==> config.mk <==
export PLATFORM = sky130hd
export DESIGN_NAME = irq_aggregator
export DESIGN_NICKNAME = d
export VERILOG_FILES = /design/src/rtl/irq_agg_pkg.sv /design/src/rtl/irq_rst_sync.sv /design/src/rtl/irq_w1c_reg.sv /design/src/rtl/irq_mask_out.sv /design/src/rtl/irq_aggregator.sv
export SDC_FILE = /design/constraint.sdc
export NUM_CORES = 1
export LEC_CHECK = 0
export CAP_MARGIN = 20
export CORE_AREA = 2 2 67 69
export DETAILED_ROUTE_END_ITERATION = 16
export DIE_AREA = 0 0 69 71
export DONT_BUFFER_PORTS = 1
export PLACE_DENSITY = 0.82
export SYNTH_ARGS = -nofsm -noshare
export SYNTH_HDL_FRONTEND = slang
export SYNTH_HIERARCHICAL = 1
export SYNTH_SLANG_ARGS = --single-unit
==> constraint.sdc <==
create_clock -name clk -period 1.7 [get_ports clk]
set_input_delay 0.085 -clock clk [delete_from_list [all_inputs] [get_ports clk]]
set_output_delay 0.085 -clock clk [all_outputs]
set_load 0.01 [all_outputs]
==> src/rtl/irq_agg_pkg.sv <==
package irq_agg_pkg;
  localparam int ADDR_W    = 8;
  localparam int DATA_W    = 8;
  localparam int NUM_SOCK  = 4;
  localparam int NUM_CHIP  = 3;
  localparam int CHIP_LSB  = 5;
  localparam int RSVD_BIT  = 4;
  localparam logic [ADDR_W-1:0] SUM_ADDR  = 8'h15;
  localparam logic [ADDR_W-1:0] MASK_ADDR = 8'h16;
  localparam logic [ADDR_W-1:0] SOCK_BASE = 8'h20;
endpackage

==> src/rtl/irq_rst_sync.sv <==
module irq_rst_sync #(
  parameter int STAGES = 2
) (
  input  logic clk,
  input  logic rst_n_in,
  output logic rst_n_out
);
  logic [STAGES-1:0] chain_q;

  always_ff @(posedge clk or negedge rst_n_in) begin
    if (!rst_n_in) chain_q <= '0;
    else           chain_q <= {chain_q[STAGES-2:0], 1'b1};
  end

  assign rst_n_out = chain_q[STAGES-1];
endmodule

==> src/rtl/irq_w1c_reg.sv <==
module irq_w1c_reg #(
  parameter int W = 8
) (
  input  logic         clk,
  input  logic         rst_n,
  input  logic [W-1:0] set_i,
  input  logic         wr_hit,
  input  logic [W-1:0] wr_data,
  output logic [W-1:0] q,
  output logic         any_o
);
  logic [W-1:0] clr_mask;
  logic [W-1:0] q_nxt;
  logic         q_en;

  always_comb begin
    clr_mask = wr_hit ? wr_data : '0;
    q_en     = wr_hit | (|set_i);
    q_nxt    = (q & ~clr_mask) | set_i;
  end

  always_ff @(posedge clk or negedge rst_n) begin
    if (!rst_n)    q <= '0;
    else if (q_en) q <= q_nxt;
  end

  assign any_o = |q;

  // a pulsed bit is set after the edge, even under a same-cycle clear
  a_r9_set_wins: assert property (@(posedge clk) disable iff (!rst_n)
    (|set_i) |=> ((q & $past(set_i)) == $past(set_i)));

  // write-one bits without a concurrent event are gone after the edge
  a_r7_w1c_clears: assert property (@(posedge clk) disable iff (!rst_n)
    wr_hit |=> ((q & $past(wr_data) & ~$past(set_i)) == '0));
endmodule

==> src/rtl/irq_mask_out.sv <==
module irq_mask_out #(
  parameter int W = 8
) (
  input  logic         clk,
  input  logic         rst_n,
  input  logic [W-1:0] cause,
  input  logic [W-1:0] enable,
  output logic         irq_n
);
  logic req_nxt;

  always_comb req_nxt = |(cause & enable);

  always_ff @(posedge clk or negedge rst_n) begin
    if (!rst_n) irq_n <= 1'b1;
    else        irq_n <= ~req_nxt;
  end

  a_r3_irq_asserts: assert property (@(posedge clk) disable iff (!rst_n)
    (|(cause & enable)) |=> !irq_n);

  // masked-only causes leave the request idle
  a_r4_irq_idle: assert property (@(posedge clk) disable iff (!rst_n)
    ((cause & enable) == '0) |=> irq_n);
endmodule

==> src/rtl/irq_aggregator.sv <==
module irq_aggregator
  import irq_agg_pkg::*;
(
  input  logic                         clk,
  input  logic                         rst_n,
  input  logic [NUM_CHIP-1:0]          chip_evt,
  input  logic [NUM_SOCK*DATA_W-1:0]   sock_evt,
  input  logic                         wr_en,
  input  logic [ADDR_W-1:0]            wr_addr,
  input  logic [DATA_W-1:0]            wr_data,
  input  logic [ADDR_W-1:0]            rd_addr,
  output logic [DATA_W-1:0]            rd_data,
  output logic                         irq_n
);
  localparam logic [DATA_W-1:0] MASK_WMASK = ~(DATA_W'(1) << RSVD_BIT);

  logic                 srst_n;
  logic [DATA_W-1:0]    mask_q;
  logic [DATA_W-1:0]    mask_nxt;
  logic                 mask_en;
  logic [NUM_CHIP-1:0]  chip_q;
  logic                 chip_any;
  logic                 sum_hit;
  logic [NUM_SOCK-1:0]  sock_nz;
  logic [DATA_W-1:0]    sock_q [NUM_SOCK];
  logic [DATA_W-1:0]    summary;

  irq_rst_sync #(.STAGES(2)) u_rst (
    .clk(clk), .rst_n_in(rst_n), .rst_n_out(srst_n)
  );

  // mask register: next-state and storage kept apart
  always_comb begin
    mask_en  = wr_en && (wr_addr == MASK_ADDR);
    mask_nxt = wr_data & MASK_WMASK;
  end

  always_ff @(posedge clk or negedge srst_n) begin
    if (!srst_n)      mask_q <= '0;
    else if (mask_en) mask_q <= mask_nxt;
  end

  // chip-level sticky flags map onto summary bits CHIP_LSB upward
  always_comb sum_hit = wr_en && (wr_addr == SUM_ADDR);

  irq_w1c_reg #(.W(NUM_CHIP)) u_chip (
    .clk(clk), .rst_n(srst_n), .set_i(chip_evt), .wr_hit(sum_hit),
    .wr_data(wr_data[CHIP_LSB +: NUM_CHIP]), .q(chip_q), .any_o(chip_any)
  );

  // per-socket cause registers
  for (genvar s = 0; s < NUM_SOCK; s++) begin : g_sock
    logic hit;
    always_comb hit = wr_en && (wr_addr == SOCK_BASE + ADDR_W'(s));
    irq_w1c_reg #(.W(DATA_W)) u_sreg (
      .clk(clk), .rst_n(srst_n), .set_i(sock_evt[s*DATA_W +: DATA_W]),
      .wr_hit(hit), .wr_data(wr_data), .q(sock_q[s]), .any_o(sock_nz[s])
    );
  end

  always_comb begin
    summary                         = '0;
    summary[NUM_SOCK-1:0]           = sock_nz;
    summary[CHIP_LSB +: NUM_CHIP]   = chip_q;
  end

  always_comb begin
    rd_data = '0;
    if (rd_addr == SUM_ADDR)       rd_data = summary;
    else if (rd_addr == MASK_ADDR) rd_data = mask_q;
    else begin
      for (int s = 0; s < NUM_SOCK; s++)
        if (rd_addr == SOCK_BASE + ADDR_W'(s)) rd_data = sock_q[s];
    end
  end

  irq_mask_out #(.W(DATA_W)) u_out (
    .clk(clk), .rst_n(srst_n), .cause(summary), .enable(mask_q), .irq_n(irq_n)
  );

  a_r2_rsvd_zero: assert property (@(posedge clk) disable iff (!srst_n)
    (rd_addr == MASK_ADDR) |-> (rd_data[RSVD_BIT] == 1'b0));

  // a socket summary bit never reads set once every socket register is clear
  a_r6_sum_follows: assert property (@(posedge clk) disable iff (!srst_n)
    (rd_addr == SUM_ADDR && chip_any == 1'b0 && sock_nz == '0) |-> (rd_data == '0));
endmodule

# Word-level counts from Yosys, hierarchy flattened

Index checks and enable logic that the tools add are counted.

Register bits: 45
Input bits: 62
Word-level logic and storage cells: 69

Eq/ne operators: 12
Mux-type cells: 11
Bitwise logic cells: 22
Reduce and logical (&&, ||, !) cells: 16

Operators with widths:

| cell                 | count |
|---|---|
| $mux W8              | 10 |
| $reduce_or A8 Y1     | 9 |
| $eq A8 B6 Y1 const B | 8 |
| $and A8 B8 Y8        | 5 |
| $eq A8 B5 Y1 const B | 4 |
| $not A8 Y8           | 4 |
| $or A8 B8 Y8         | 4 |
| $logic_and A1 B1 Y1  | 6 |
| $or A1 B1 Y1         | 5 |
| $and A3 B3 Y3        | 1 |
| $mux W3              | 1 |
| $not A3 Y3           | 1 |
| $or A3 B3 Y3         | 1 |
| $reduce_or A3 Y1     | 1 |
| $not A1 Y1           | 1 |

# Longest topological paths before layout

Gate-level depths: netlist (run 1).

Word-level depth: 7
Depth in mapped cells: 6
Gate-level depth less buffers: 5

# Cells and area by module

The synthesis (run 1) kept the hierarchy.

Modules (own cells, without submodules):

| module                              | times used | cells each | area an instance (um^2) | seq. area each (um^2) |
|---|---|---|---|---|
| irq_w1c_reg at g_sock[0].u_sreg ... | 4          | 28         | 314.1                   | 200.2 |
| irq_aggregator                      | 1          | 74         | 742.0                   | 175.2 |
| irq_w1c_reg at u_chip               | 1          | 10         | 116.4                   | 75.1 |
| irq_mask_out                        | 1          | 6          | 65.1                    | 26.3 |
| irq_rst_sync                        | 1          | 3          | 53.8                    | 50.0 |

# Worst setup path after synthesis (run 1)

Ideal clock, no wire load.

Path type: input port to output port
From: in rd_addr[7]
To: out rd_data[2]
Arrival time: 1.556 ns
Setup slack: 0.059 ns
Cell stages on the path: 6
Path buffers: 2
Cell sequence: or3_4 buf_6 or4b_1 buf_2 a211oi_1 a211o_1

Cells in the longest elaborated chain, start to end: 7

RTL lines:

| what                  | RTL line             | text |
|---|---|---|
| from (decl)           | irq_aggregator.sv:11 | `input logic [ADDR_W-1:0] rd_addr,` |
| $eq A8 B6 Y1          | irq_aggregator.sv:73 | `if (rd_addr == SOCK_BASE + ADDR_W'(s)) rd_data = sock_q[s];` |
| $mux W8 (4 in series) | irq_aggregator.sv:73 |  |
| $mux W8               | irq_aggregator.sv:70 | `else if (rd_addr == MASK_ADDR) rd_data = mask_q;` |
| $mux W8 *             | irq_aggregator.sv:69 | `if (rd_addr == SUM_ADDR) rd_data = summary;` |
| to (decl)             | irq_aggregator.sv:12 | `output logic [DATA_W-1:0] rd_data,` |

Every way passes the cells marked *; elsewhere a longest branch is shown, timed or not.

# Worst setup path in the final report (run 1)

From: reg g_sock[3].u_sreg.q[5]
To: out rd_data[3]

Cells in the longest elaborated chain, start to end: 2

RTL lines:

| what                   | RTL line             | text |
|---|---|---|
| from (decl)            | irq_w1c_reg.sv:9     | `output logic [W-1:0] q,` |
| from (signal assigned) | irq_w1c_reg.sv:24    | `else if (q_en) q <= q_nxt;` |
| $reduce_or A8 Y1       | irq_w1c_reg.sv:27    | `assign any_o = \|q;` |
| named net sock_nz[3]   | irq_aggregator.sv:24 | `logic [NUM_SOCK-1:0] sock_nz;` |
| $mux W8                | irq_aggregator.sv:69 |  |

The timed path passes the listed nets, and every way through them passes these cells.

==> results of run 1 <==
[critical path, cell delays in order (launching register included)]
cell	delay (ps)
sky130_fd_sc_hd__dfrtp_1	430
sky130_fd_sc_hd__nor4_1	460
sky130_fd_sc_hd__nand2_1	190
sky130_fd_sc_hd__a221o_1	400
[stage by stage]
step / TNS, ps / cells / utilization (%)
final: -633.0 / 346 / 77.71
after global routing: -658.8 / 346 / 77.71
after CTS: -171.4 / 341 / 75.98
after detailed placement: 0 / 257 / 55.12
after global placement: 0 / 257 / 55.12
after floorplan: 0 / 205 / -
[per-layer routing]
| layer | vias up | part of all wire, % | routed length, um |
|---|---|---|---|
| li1 | 919 | - | - |
| met1 | 1085 | 35 | 2959 |
| met2 | 254 | 46 | 3870 |
| met3 | 58 | 13 | 1090 |
| met4 | 0 | 5.5 | 461 |
| met5 | - | 0 | 0 |
[sequential cells by signal, indices dropped and copies added, names as in the netlist]
name and count:
g_sock.u_sreg/q 32, mask_q 7, u_chip/q 3, u_rst/chain_q 2, u_out/irq_n 1
[power by group through the flow]
stage	logic [W]	clock network [W]	registers (W)
finish	0.000178	0.000869	0.00112
global route	0.000186	0.000922	0.00112
CTS	0.000164	0.000845	0.00111
detailed placement	0.0000710	0	0.00114
global placement	0.0000677	0	0.00113
floorplan	0.0000585	0	0.00113
[final cells by class]
type                            instances  area [um^2]
Fill cell                             228        937.1
Timing Repair Buffer                   90        853.3
Sequential cell                        45         1129
Tap cell                               52        65.06
Inverter                                2        7.507
Multi-Input combinational cell        149         1092
Clock inverter                          2        37.54
Clock buffer                            6        82.58
[worst paths after layout]
| kind | to | slack, ps | depth (start not counted) | startpoint |
|---|---|---|---|---|
| max | rd_data[3] | -170 | 3 | g_sock[3].u_sreg/q[5] |
| min | g_sock[0].u_sreg/q[2] | 180 | 4 | wr_addr[0] |
| max reg2reg | u_out/irq_n | 110 | 4 | g_sock[3].u_sreg/q[5] |
| min reg2reg | mask_q[2] | 250 | 0 | u_rst/chain_q[1] |
| max in group asynchronous | g_sock[2].u_sreg/q[6] | 940 | 1 | u_rst/chain_q[1] |
| min in group asynchronous | mask_q[2] | 250 | 0 | u_rst/chain_q[1] |
[repair_timing]
action / in CTS / in global routing
pin swaps: 0 / 2
resized for setup: 5 / 5
buffers inserted: 11 / 4
endpoints found under the setup margin: 6 / 25
hold buffers: 65 / 1
endpoints found under the hold margin: 44 / 2
==> impl_table.tex, run 1 <==
\begin{tabular}{lr}
\hline
Metric & Value \\
\hline
\multicolumn{2}{l}{\textbf{Power and ir drop}} \\
\quad Sequential cell fraction of total power & 51.6\% \\
\quad Psw & 0.0004856 W \\
\quad Total leakage power & 1.131 nW \\
\quad Total power draw & roughly 0.0022 W \\
\quad Part of the total power dissipated in the clock network & 40.2\% \\
\quad Power density relative to cell area & about 660 nW/um\^{}2 \\
\quad Internal power & 0.001677 W \\
\quad Combinational share of power & a little over 8\% \\
\quad IR drop worst, VDD & roughly 0.51 mV \\
\quad Net switching fraction of the power & approximately 22\% \\
\multicolumn{2}{l}{\textbf{Run status}} \\
\quad Failing checks & negative setup slack \\
\quad Result of the run & finished, violations left \\
\multicolumn{2}{l}{\textbf{Clock tree}} \\
\quad H-Tree Level Count & 2 \\
\quad Clk\_lat worst skew & $\sim$310 ps \\
\quad Number of clock buffers inserted by TritonCTS & 5 \\
\quad Number of buffers on the longest clock path & 2 \\
\quad CTS tree & yes \\
\quad Num Clock Sinks & 45 \\
\quad Cell chosen for the clock root & sky130\_fd\_sc\_hd\_\_clkbuf\_8 \\
\quad Clock Pin Slew Worst Setup and Hold Paths & approximately 90 ps \\
\multicolumn{2}{l}{\textbf{Placement}} \\
\quad Port Buf Inserts & 0 \\
\quad Detail Placement HPWL & 4.427 mm \\
\quad Cell area after placement & approximately 2300 um\^{}2 \\
\quad Worst setup slack before clock tree synthesis & approximately 2.6 ps \\
\quad Routability-driven placement congestion ratio & roughly 0.85 \\
\multicolumn{2}{l}{\textbf{Floorplan}} \\
\quad IO Count & 71 \\
\quad Standard-cell rows & 24 \\
\quad Die Height & $\sim$71 um \\
\quad Die outline area & $\sim$5000 um\^{}2 \\
\quad Chip Width & $\sim$69 um \\
\quad Area of the core & approximately 4200 um\^{}2 \\
\quad Initial Util & 52.98\% \\
\multicolumn{2}{l}{\textbf{Final layout}} \\
\quad Layout cells sized above 1 & approximately a fifth \\
\quad Most frequent cells in the layout & sky130\_fd\_sc\_hd\_\_dlygate4sd3\_1 (66), sky130\_fd\_sc\_hd\_\_nand2\_1 (44), sky130\_fd\_sc\_hd\_\_dfrtp\_1 (43), sky130\_fd\_sc\_hd\_\_a21o\_1 (34), sky130\_fd\_sc\_hd\_\_buf\_4 (23) \\
\quad N\_diodes & 0 \\
\quad Number of nets in the layout & 355 \\
\quad Area growth, synth to finish & 46.69\% \\
\quad Post-route cell area & around 3300 um\^{}2 \\
\quad Most common library cell in the layout ignoring fill and taps & sky130\_fd\_sc\_hd\_\_dlygate4sd3\_1 \\
\multicolumn{2}{l}{\textbf{Route}} \\
\quad Via density & about 6.7 \\
\quad Routed wire length & between 8 and 9 mm \\
\quad WL/cell & approximately 24 um \\
\quad Detailed-routing iteration count for the pre-antenna-repair pass & 6 \\
\quad Vias post-DR & 2316 \\
\quad DRC violation total after the first TritonRoute iteration & between 300 and 400 \\
\quad DRT antenna net count & 0 \\
\quad Number of design rule violations left after detail routing & 0 \\
\multicolumn{2}{l}{\textbf{Global routing}} \\
\quad Fraction of met2 tracks used by global routing & 49.79\% \\
\quad Largest net degree at the start of global routing & 23 \\
\quad Gr busiest metal & met2 \\
\quad Residual overflow from global routing & 0 \\
\quad Number of antenna violations at the first check in global routing & 0 \\
\quad Global routing usage summed across all routing layers & between 30\% and 40\% \\
\quad Fraction of met3 tracks used by global routing & between 8 and 9\% \\
\quad Global-route wire length before repair & between 10 and 15 mm \\
\quad GR met1 Demand/Resource & around two fifths \\
\quad Number of global-route vias before repair & around 2400 \\
\multicolumn{2}{l}{\textbf{Timing}} \\
\quad Total count of max-transition violations in the final report & 0 \\
\quad Period Utilization, post-route & 109.9\% \\
\quad Setup violation total in the final timing report & 6 \\
\quad Final Hold Vio Count & 0 \\
\quad FMAX & $\sim$540 MHz \\
\quad Normalized max-slew margin & 64.36\% \\
\quad Minimum clock period & approximately 1900 ps \\
\quad Final worst slack & -168.8 ps \\
\quad Post-Route Skew & 9.412 ps \\
\quad Actual slew at the worst max-slew pin & 534.6 ps \\
\quad Final worst hold slack & approximately 180 ps \\
\quad Unrepaired setup endpoints after global routing & true \\
\multicolumn{2}{l}{\textbf{Critical path}} \\
\quad Startpoint Class & flop \\
\quad Data required time of the critical path & around 1600 ps \\
\quad Critical path arrival & approximately 1800 ps \\
\quad Endpoint type of the worst setup path & primary output \\
\quad Crit Path Category & flop to primary output \\
\quad Peak fanout along the critical path & 3 \\
\multicolumn{2}{l}{\textbf{Job}} \\
\quad Max-cap viol count & 0 \\
\multicolumn{2}{l}{\textbf{Min path}} \\
\quad Worst Hold Class & primary input to flop \\
\multicolumn{2}{l}{\textbf{Yosys}} \\
\quad Mean Syn Cell Area & 10.92 um\^{}2 \\
\quad Number of warnings reported in the yosys synthesis log & 6 \\
\quad Number of instances in the synthesized netlist & about 200 \\
\quad Netlist area before placement & 2227 um\^{}2 \\
\hline
\end{tabular}
Note: power is estimated with default switching activity, not from simulation.
==> run 2: changes to the inputs <==
CORE_AREA = 2 2 60 76   (was 2 2 67 69)
DIE_AREA = 0 0 62 78   (was 0 0 69 71)
==> run 2 against run 1 <==
  * The run still ends with negative setup slack left
  * Sequential share of layout area decreased by 1.3 points
  * Core utilization up 6.0 points
  * Die area decreased by 1.3%
  * First-iteration DRC count down 23%
  * Clock power fell by 4.0%
  * Register-to-register slack better by 110 ps
  * Critical path depth is the same
  * Via count down 1.8%
  * Clock-buffer cell count did not move
  * Power fell by 2.4%
  * Critical path type unchanged
  * Largest cell class unchanged
  * Highest routed layer unchanged
==> impl_table.tex, run 2 (synthesis gave the netlist of run 1 again) <==
\begin{tabular}{lr}
\hline
Metric & Value \\
\hline
\multicolumn{2}{l}{\textbf{Timing}} \\
\quad Normalized max-slew margin & 63.59\% (-0.77 points) \\
\quad Total count of max-transition violations in the final report & 0 (unchanged) \\
\quad Setup violation total in the final timing report & 6 (unchanged) \\
\quad Final worst slack & -121.8 ps (+47.02 ps) \\
\quad Final Hold Vio Count & 0 (unchanged) \\
\quad Period Utilization, post-route & 107.2\% (-2.8 points) \\
\quad Unrepaired setup endpoints after global routing & true \\
\quad Post-Route Skew & 5.814 ps (-3.598 ps) \\
\quad Actual slew at the worst max-slew pin & 546.2 ps (+11.53 ps) \\
\quad Minimum clock period & 1822 ps (-47.02 ps) \\
\quad Final worst hold slack & 322.2 ps (+138.6 ps) \\
\quad FMAX & 548.9 MHz (+2.6\%) \\
\multicolumn{2}{l}{\textbf{Clock tree}} \\
\quad Num Clock Sinks & 45 (unchanged) \\
\quad Clk\_lat worst skew & 310 ps (about the same) \\
\quad Number of clock buffers inserted by TritonCTS & 5 (unchanged) \\
\quad Clock Pin Slew Worst Setup and Hold Paths & 90 ps (about the same) \\
\quad CTS tree & yes \\
\quad Number of buffers on the longest clock path & 2 (unchanged) \\
\quad Cell chosen for the clock root & sky130\_fd\_sc\_hd\_\_clkbuf\_8 \\
\quad H-Tree Level Count & 2 (unchanged) \\
\multicolumn{2}{l}{\textbf{Final layout}} \\
\quad Number of nets in the layout & 366 (+3.1\%) \\
\quad Area growth, synth to finish & 52.75\% \\
\quad N\_diodes & 0 (unchanged) \\
\quad Regs by FF count & g\_sock.u\_sreg/q (32), mask\_q (7), u\_chip/q (3) \\
\quad Area taken by flip-flops and latches & 1131 um\^{}2 (+0.22\%) \\
\quad Area of the multi-input gates & 1126 um\^{}2 (+3.1\%) \\
\quad Most frequent cells in the layout & sky130\_fd\_sc\_hd\_\_dlygate4sd3\_1 (79), sky130\_fd\_sc\_hd\_\_nand2\_1 (44), sky130\_fd\_sc\_hd\_\_dfrtp\_1 (41), sky130\_fd\_sc\_hd\_\_a21o\_1 (34), sky130\_fd\_sc\_hd\_\_buf\_4 (22) \\
\quad Layout cells sized above 1 & 20.33\% (+0.26 points) \\
\quad Biggest register & g\_sock.u\_sreg/q \\
\quad Number of fillers in the final layout & 200 (-12\%) \\
\quad Non-filler instance count after layout & 361 (+4.3\%) \\
\quad Number of flip-flops under the largest register name & 32 (unchanged) \\
\quad Most common library cell in the layout ignoring fill and taps & sky130\_fd\_sc\_hd\_\_dlygate4sd3\_1 \\
\multicolumn{2}{l}{\textbf{Placement}} \\
\quad Routability-driven placement congestion ratio & 0.8042 (-5.5\%) \\
\quad Port Buf Inserts & 0 (unchanged) \\
\quad Number of cells after detailed placement & 261 (+1.6\%) \\
\quad Detail Placement HPWL & 3.973 mm (-10\%) \\
\multicolumn{2}{l}{\textbf{Route}} \\
\quad DRC violation total after the first TritonRoute iteration & 304 (-23\%) \\
\quad Number of design rule violations left after detail routing & 0 (unchanged) \\
\quad DRT antenna net count & 0 (unchanged) \\
\quad WL/cell & 22.96 um (-5.2\%) \\
\quad Vias post-DR & 2274 (-1.8\%) \\
\quad Detailed-routing iteration count for the pre-antenna-repair pass & 5 (-1) \\
\quad Routed wire length & 8.289 mm (-1.1\%) \\
\quad Via density & 6.299 (-5.9\%) \\
\multicolumn{2}{l}{\textbf{Critical path}} \\
\quad Data required time of the critical path & 1620 ps (about the same) \\
\quad Crit Path Category & flop to primary output \\
\quad Family with the most delay on the worst path & multiplexers \\
\quad Ordered list of cells on the worst path & mux4\_2, nor2b\_1, a221o\_1 \\
\quad Startpoint Class & flop \\
\quad Stage delay of the slowest cell on the critical path & 520 ps (+60 ps) \\
\quad Slowest stage cell on the critical path & sky130\_fd\_sc\_hd\_\_mux4\_2 \\
\quad Critical path arrival & 1740 ps (-40 ps) \\
\quad FF-to-FF setup slack & 220 ps (+110 ps) \\
\quad Peak fanout along the critical path & 3 (unchanged) \\
\quad Crit path buf inv count & 0 (unchanged) \\
\quad Endpoint type of the worst setup path & primary output \\
\multicolumn{2}{l}{\textbf{Power and ir drop}} \\
\quad Total leakage power & 1.158 nW (+2.4\%) \\
\quad IR drop worst, VDD & 0.8053 mV (+57\%) \\
\quad Power density relative to cell area & 620.2 nW/um\^{}2 (-6.3\%) \\
\multicolumn{2}{l}{\textbf{Job}} \\
\quad Max-cap viol count & 0 (unchanged) \\
\multicolumn{2}{l}{\textbf{Min path}} \\
\quad Worst Hold Class & primary input to flop \\
\multicolumn{2}{l}{\textbf{Run status}} \\
\quad Failing checks & negative setup slack \\
\quad Result of the run & finished, violations left \\
\multicolumn{2}{l}{\textbf{Global routing}} \\
\quad Number of global-route vias before repair & 2325 (-3.7\%) \\
\quad Residual overflow from global routing & 0 (unchanged) \\
\quad Largest net degree at the start of global routing & 44 (+91\%) \\
\quad Number of antenna violations at the first check in global routing & 0 (unchanged) \\
\quad Global routing usage summed across all routing layers & 33.16\% (+1.0 points) \\
\quad Global-route wire length before repair & 11.59 mm (-5.0\%) \\
\multicolumn{2}{l}{\textbf{Floorplan}} \\
\quad Area of the core & 4066 um\^{}2 (-3.3\%) \\
\quad Die Height & 78 um (+9.9\%) \\
\quad Initial Util & 54.77\% (+1.8 points) \\
\quad Chip Width & 62 um (-10\%) \\
\quad IO Count & 71 (unchanged) \\
\quad Standard-cell rows & 26 (+8.3\%) \\
\quad Die outline area & 4836 um\^{}2 (-1.3\%) \\
\hline
\end{tabular}
[run 2: changes by cell type in the layout (fill, tap and decap cells not counted), sizes merged]
cell and change:
clkinv +1, buf -2, clkinvlp -1, dlygate4sd3 +13
[run 2: what timing repair did]
action                     4_1_cts  5_1_grt
hold buffers                    79        0
pin swaps                        0        3
buffers inserted                 3       10
resized for setup                3       16
cloned                           0        0
hold endpoints to repair        44        0
setup endpoints to repair        6       40
[run 2: final timing paths]
check | startpoint | end | cells after the start
max | g_sock[2].u_sreg/q[7] | rd_data[7] | 3
min | wr_addr[1] | mask_q[0] | 4
max reg2reg | g_sock[3].u_sreg/q[7] | g_sock[3].u_sreg/q[7] | 4
min reg2reg | u_rst/chain_q[1] | g_sock[2].u_sreg/q[6] | 1
max in group asynchronous | u_rst/chain_q[1] | g_sock[2].u_sreg/q[4] | 1
min in group asynchronous | u_rst/chain_q[1] | g_sock[2].u_sreg/q[6] | 1
[run 2: worst reg2reg max path: cells and delay by family, from the launching register on]
family | cells | cell delay [ps]
buffers and inverters | 3 | 820
DFF | 1 | 420
AOI/OAI and AO/OA | 1 | 140
[run 2: final cells by class]
class                           instances  share of cell area (%)
Timing Repair Buffer                  101                   28.10
Multi-Input combinational cell        149                   33.10
Clock inverter                          2                   1.140
Clock buffer                            6                   2.133
Inverter                                2                  0.2207
Tap cell                               56                   2.060
Sequential cell                        45                   33.25
[run 2: through the flow]
| stage | instance area, um^2 | util [%] | worst slack [ps] | TNS, ps | power (W) |
|---|---|---|---|---|---|
| after floorplan | 2231 | - | 59.42 | 0 | 0.001193 |
| after global placement | 2308 | 56.77 | 61.34 | 0 | 0.001197 |
| after detailed placement | 2308 | 56.77 | 40.58 | 0 | 0.001198 |
| after CTS | 3252 | 79.97 | -71.92 | -282.7 | 0.002074 |
| after global routing | 3402 | 83.66 | -138.4 | -677.4 | 0.002166 |
| final | 3402 | 83.66 | -121.8 | -485.0 | 0.002110 |
[run 2: layer usage]
metal	wire length, um	vias up	GRT usage [%]
li1	-	941	-
met1	3013	1141	41.78
met2	4224	159	49.38
met3	752	33	11.33
met4	299	0	16.81
met5	0	-	0
[run 2: report_power, final]
group / switching (W) / internal, W
clock: 0.000392 / 0.000442
combinational: 0.0000688 / 0.000104
sequential: 0.0000134 / 0.00109
total: 0.000474 / 0.00164
